[src/rtl/fgc_pkg.sv]
package fgc_pkg;
  localparam int GATE_N = 3;
  // bit index of each switch in the code
  localparam int IDX_CHG = 2;
  localparam int IDX_DIS = 1;
  localparam int IDX_PRE = 0;

  typedef logic [GATE_N-1:0] gate_vec_t;

  // which outputs each force source covers
  localparam gate_vec_t CHG_FORCE_MASK = gate_vec_t'((1 << IDX_CHG) | (1 << IDX_PRE));
  localparam gate_vec_t DIS_FORCE_MASK = gate_vec_t'(1 << IDX_DIS);
endpackage

[src/rtl/fgc_rst_sync.sv]
module fgc_rst_sync #(
  parameter int STAGES = 2
) (
  input  logic clk,
  input  logic rst_n,
  output logic rst_sync_n
);
  logic [STAGES-1:0] chain_q;
  logic [STAGES-1:0] chain_d;

  always_comb begin
    chain_d = {chain_q[STAGES-2:0], 1'b1};
  end

  always_ff @(posedge clk or negedge rst_n) begin
    if (!rst_n) chain_q <= '0;
    else        chain_q <= chain_d;
  end

  assign rst_sync_n = chain_q[STAGES-1];
endmodule

[src/rtl/fgc_cmd_reg.sv]
module fgc_cmd_reg #(
  parameter int          ADDR_W   = 3,
  parameter int          CODE_W   = 3,
  parameter logic [ADDR_W-1:0] FET_ADDR = 3'b010
) (
  input  logic              clk,
  input  logic              rst_n,
  input  logic              rst_sync_n,
  input  logic              cmd_load,
  input  logic [ADDR_W-1:0] cmd_addr,
  input  logic [CODE_W-1:0] cmd_code,
  output logic [CODE_W-1:0] cmd_q
);
  logic              cmd_en;
  logic [CODE_W-1:0] cmd_d;

  always_comb begin
    cmd_en = cmd_load && (cmd_addr == FET_ADDR) && rst_sync_n;
    cmd_d  = cmd_en ? cmd_code : cmd_q;
  end

  always_ff @(posedge clk or negedge rst_n) begin
    if (!rst_n)           cmd_q <= '0;
    else if (!rst_sync_n) cmd_q <= '0;
    else                  cmd_q <= cmd_d;
  end
endmodule

[src/rtl/fgc_gate_mux.sv]
module fgc_gate_mux
  import fgc_pkg::*;
(
  input  gate_vec_t cmd_q,
  input  logic      disch_force,
  input  logic      charge_force,
  input  logic      power_down,
  output gate_vec_t gate
);
  gate_vec_t force_vec;

  always_comb begin
    force_vec = ({GATE_N{charge_force}} & CHG_FORCE_MASK)
              | ({GATE_N{disch_force}}  & DIS_FORCE_MASK)
              | {GATE_N{power_down}};
  end

  for (genvar g = 0; g < GATE_N; g++) begin : g_bit
    assign gate[g] = force_vec[g] | ~cmd_q[g];
  end
endmodule

[src/rtl/fet_gate_ctrl.sv]
module fet_gate_ctrl
  import fgc_pkg::*;
#(
  parameter int          ADDR_W      = 3,
  parameter logic [ADDR_W-1:0] FET_ADDR = 3'b010,
  parameter int          SYNC_STAGES = 2
) (
  input  logic              clk,
  input  logic              rst_n,
  input  logic              cmd_load,
  input  logic [ADDR_W-1:0] cmd_addr,
  input  logic [GATE_N-1:0] cmd_code,
  input  logic              disch_force,
  input  logic              charge_force,
  input  logic              power_down,
  output logic              charge_gate,
  output logic              disch_gate,
  output logic              prech_gate
);
  logic      rst_sync_n;
  gate_vec_t cmd_q;
  gate_vec_t gate;

  fgc_rst_sync #(.STAGES(SYNC_STAGES)) i_rst_sync (
    .clk        (clk),
    .rst_n      (rst_n),
    .rst_sync_n (rst_sync_n)
  );

  fgc_cmd_reg #(.ADDR_W(ADDR_W), .CODE_W(GATE_N), .FET_ADDR(FET_ADDR)) i_cmd_reg (
    .clk        (clk),
    .rst_n      (rst_n),
    .rst_sync_n (rst_sync_n),
    .cmd_load   (cmd_load),
    .cmd_addr   (cmd_addr),
    .cmd_code   (cmd_code),
    .cmd_q      (cmd_q)
  );

  fgc_gate_mux i_gate_mux (
    .cmd_q        (cmd_q),
    .disch_force  (disch_force),
    .charge_force (charge_force),
    .power_down   (power_down),
    .gate         (gate)
  );

  assign charge_gate = gate[IDX_CHG];
  assign disch_gate  = gate[IDX_DIS];
  assign prech_gate  = gate[IDX_PRE];
endmodule

[config.mk]
export PLATFORM = sky130hd
export DESIGN_NAME = fet_gate_ctrl
export DESIGN_NICKNAME = d
export VERILOG_FILES = /design/src/rtl/fgc_pkg.sv /design/src/rtl/fgc_rst_sync.sv /design/src/rtl/fgc_cmd_reg.sv /design/src/rtl/fgc_gate_mux.sv /design/src/rtl/fet_gate_ctrl.sv
export SDC_FILE = /design/constraint.sdc
export NUM_CORES = 1
export LEC_CHECK = 0
export BUFFER_PORTS_ARGS = -buffer_cell sky130_fd_sc_hd__buf_2
export CAP_MARGIN = 5
export CORE_AREA = 2 2 39 41
export DETAILED_ROUTE_END_ITERATION = 8
export DIE_AREA = 0 0 41 43
export GPL_TIMING_DRIVEN = 0
export MAX_ROUTING_LAYER = met4
export PLACE_DENSITY = 0.45
export SLEW_MARGIN = 5
export SYNTH_ARGS = -nofsm -noshare
export SYNTH_HDL_FRONTEND = slang
export SYNTH_SLANG_ARGS = --single-unit
[constraint.sdc]
create_clock -name clk -period 1.6 [get_ports clk]
set_input_delay 0.32 -clock clk [delete_from_list [all_inputs] [get_ports clk]]
set_output_delay 0.32 -clock clk [all_outputs]
set_load 0.05 [all_outputs]
======== Yosys cells after proc, flatten, opt, wreduce, memory -nomap -nowiden ========
Index checks and enable logic that the tools add are counted.
word-level totals
  bits in registers ....................... 5
operators by class
  equality and inequality tests ........... 2
  mux-type cells .......................... 2
  bitwise logic cells ..................... 8
  reductions and logical operators ........ 2
operators with widths
  operator            count
  $mux 3              2
  $eq 3x2->1 const B  1
  $not 1->1           3
  $or 1x1->1          3
  $or 3x2->3          1
  $or 3x3->3          1
  $logic_and 1x1->1   2
  $ne 2x1->1 const B  1

======== Depth between registers and ports, before layout ========
  depth after elaboration ................. 5
  gate-level depth with buffers ........... 2

======== Modules after synthesis ========
A second synthesis with hierarchy kept.
unflattened totals
  cell total of the unflattened synthesis .. 19
  area, all modules ....................... 224.0 um^2
by module, submodules not included
  module        instances  cells each  area each (um^2)
  fgc_cmd_reg   1          13          143.9
  fgc_rst_sync  1          3           53.8
  fgc_gate_mux  1          3           26.3

======== Worst setup path after synthesis ========
No wires, ideal clock.
  kind .................................... input-to-output
  start point ............................. input port power_down
  end point ............................... output port charge_gate
  arrival time ............................ 734 ps
  path slack .............................. 546 ps
  cell stages on the path ................. 2
  buffers on the path ..................... 0
  cells stage by stage .................... nor2_1 -> nand2_1
on the way
  longest elaborated chain between the ends .. 2
ends and longest elaborated chain
  element          RTL line             source
  start, declared  fet_gate_ctrl.sv:15  input logic power_down,
  $or 3x3->3       fgc_gate_mux.sv:15   | {GATE_N{power_down}};
  $or 1x1->1       fgc_gate_mux.sv:19   assign gate[g] = force_vec[g] | ~cmd_q[g];
  end, declared    fet_gate_ctrl.sv:16  output logic charge_gate,
Every way passes these cells.

======== Final worst setup path ========
  start point ............................. register i_cmd_reg.cmd_q[1]
  end point ............................... output port disch_gate
on the way
  longest elaborated chain between the ends .. 2
ends and longest elaborated chain
  element                 RTL line             source
  start, declared         fgc_cmd_reg.sv:12    output logic [CODE_W-1:0] cmd_q
  start signal, assigned  fgc_cmd_reg.sv:25    else cmd_q <= cmd_d;
  $not 1->1               fgc_gate_mux.sv:19
  $or 1x1->1              fgc_gate_mux.sv:19
  end, declared           fet_gate_ctrl.sv:17  output logic disch_gate,
Every way passes these cells.

==> results.yml <==
worst_setup_path:
  crit_buf_inv: 1
  endpoint_kind: "primary output"
  crit_arrival_ns: 0.93
  cp_top_family: "flip-flops"
  crit_required_ns: 1.28
  criticalPathCategory: "flop to primary output"
  crit_chain: "nand2_1, buf_2"
  cp_slowest_cell: "dfrtp_1"
  start_kind: "flop"
  path_max_fanout: 2
  slowest_delay_ns: 0.38
sta:
  fin_crit_sh: 0.780
  rsz0062_at_grt: "false"
  slew_violations: 0
  setup_tns_ns: 0
  skew_ns: 0.0000458
  period_needed_ns: 1.25
  timing.final.hold_violations: 0
  setup_viol_count_final: 0
  max_freq_ghz: 0.801
  fin_ws_ns: 0.352
power_and_ir_drop:
  power_density_nw_per_um2: 889
  p_leak_uw: 0.000162
  ir_drop_mv: 0.307
floorplan:
  rows: 14
  dieArea_um2: 1760
  die_y_um: 43
  io_pins: 15
  coreArea_um2: 1380
  initial_core_util: 0.156
  dieWidth_um: 41
drt:
  dr.pass1.iters: 2
  wl_um: 432
  postRouteAntennaNets: 0
  wl_per_cell_um: 7.71
  drcViolationCount: 0
  drt-vias-per-instance: 3.52
  drt_iter0_markers: 2
  vias: 197
clock_tree:
  htreeDepth: 1
  path_clk_slew_ns: 0.04
  cts.sinks: 5
  cts-resized-gates: 0
  clk_latency_ns: 0.24
  postCtsSetupBuffers: 0
  clockBufferDepth: 2
  cts_root_buffer: "clkbuf_4"
  cts_buffers: 3
  tritoncts: "built"
synth:
  synth_top_cell_area_share: 0.578
  syn_area_um2: 216
  yosysMostFrequentCell: "nand2_1"
  async_flop_share: 1.00
  ys_seq_area_frac: 0.578
  syn_nets: 33
  syn_inst: 21
  syn_area_per_cell_um2: 10.3
  synthTopCellsByArea: "dfrtp_1, nand2_1, mux2i_1, and4bb_4, nor2_1"
  synth_ff_type: "dfrtp_1"
  ys_ff_latch: 5
  yosysWarnings: 0
  synth-edff-count: 0
  synth_top_cell_by_area: "dfrtp_1"
  synth_cell_types: 6
  yosys-top-cells-count: "nand2_1, dfrtp_1, mux2i_1, nor2_1"
placement:
  dp_hpwl_um: 354
  pre_cts_slack_ns: 0.446
  port_buffers: 14
  gp_congestion: 0.572
worst_hold_path:
  hold_class: "input pin to flop"
layout:
  nets: 53
  final_util: 0.248
  fill_cells: 155
  insertedDiodeCount: 0
  synthToLayoutAreaGrowth_pct: 58.4
  layout-drive-gt1-share: 0.450
global_routing:
  antenna_found_initial: 0
  first_global_vias: 192
  grt-ovfl-total: 0
  grt_pass1_wl_um: 662
  grtUsageTotal: 0.0621
  grt_max_degree: 7
flow_run:
  cap_viol_max_count: 0
outcome:
  status: "completed"
through the flow:
stage	area (um^2)	hold slack [ns]	total power, uW	cells
6_report	343	0.334	305	56
3_5_place_dp	307	0.138	162	51
2_1_floorplan	216	0.0244	145	21
3_3_place_gp	307	0.138	162	51
4_1_cts	343	0.327	317	56
5_1_grt	343	0.338	330	56
final timing paths:
check	startpoint	to	slack [ns]	depth (start not counted)
setup / recovery	i_cmd_reg.cmd_q[1]$_DFFE_PN0P_	disch_gate	0.35	2
hold / removal	cmd_code[2]	i_cmd_reg.cmd_q[2]$_DFFE_PN0P_	0.33	3
max in group asynchronous	rst_n	i_cmd_reg.cmd_q[2]$_DFFE_PN0P_	1.06	2
setup reg to reg	i_rst_sync.chain_q[1]$_DFF_PN0_	i_cmd_reg.cmd_q[1]$_DFFE_PN0P_	0.92	2
hold reg to reg	i_rst_sync.chain_q[0]$_DFF_PN0_	i_rst_sync.chain_q[1]$_DFF_PN0_	0.35	0
min in group asynchronous	rst_n	i_cmd_reg.cmd_q[1]$_DFFE_PN0P_	0.41	2
worst register-to-register path: stages (launching register included):
cell and delay [ns]:
dfrtp_1 0.41, nand2_1 0.07, mux2i_1 0.13
registers in the layout (all words and copies together), names as in the netlist:
| signal | count |
|---|---|
| i_rst_sync.chain_q | 2 |
| i_cmd_reg.cmd_q | 3 |
placed cells by master, fill, tap and decap left out:
cell type,Yosys,final
clkbuf_4,0,3
conb_1,1,1
mux2i_1,3,3
and4bb_4,1,1
clkbuf_1,0,1
buf_2,0,14
dfrtp_1,5,5
nand2_1,9,9
dlygate4sd3_1,0,1
nor2_1,2,2
metal layers:
layer  wire length [um]  GRT usage
met5                  0          -
met2                153     0.0813
met4                  0     0.0600
met3                 81     0.0366
met1                197     0.0590
area by class of cell:
cell class	count	area (um^2)	share of cell area
Sequential cell	5	125	0.365
Clock buffer	4	26.3	0.0766
Multi-Input combinational cell	16	91.3	0.266
Timing Repair Buffer	15	80.1	0.234
Tap cell	16	20.0	0.0584
what timing repair did:
item,in CTS,in global routing
endpoints found under the setup margin,0,0
hold buffers,1,0
hold endpoints to repair,5,0
logic make-up (layout without fill, tap and decap cells):
kind of cell / after synthesis / in the layout / share of synthesized area
simple gates: 12 / 12 / 0.266
flops: 5 / 5 / 0.578
mux: 3 / 3 / 0.139
other cells: 1 / 1 / 0.0173
buf+inv: 0 / 19 / 0
power breakdown:
| group | internal, uW | switching, uW | total [uW] |
|---|---|---|---|
| clock | 94.1 | 49.3 | 143 |
| sequential | 131 | 2.97 | 134 |
| combinational | 15.9 | 11.2 | 27.1 |
| total | 241 | 63.5 | 305 |
Note: power is estimated with default switching activity, not from simulation.
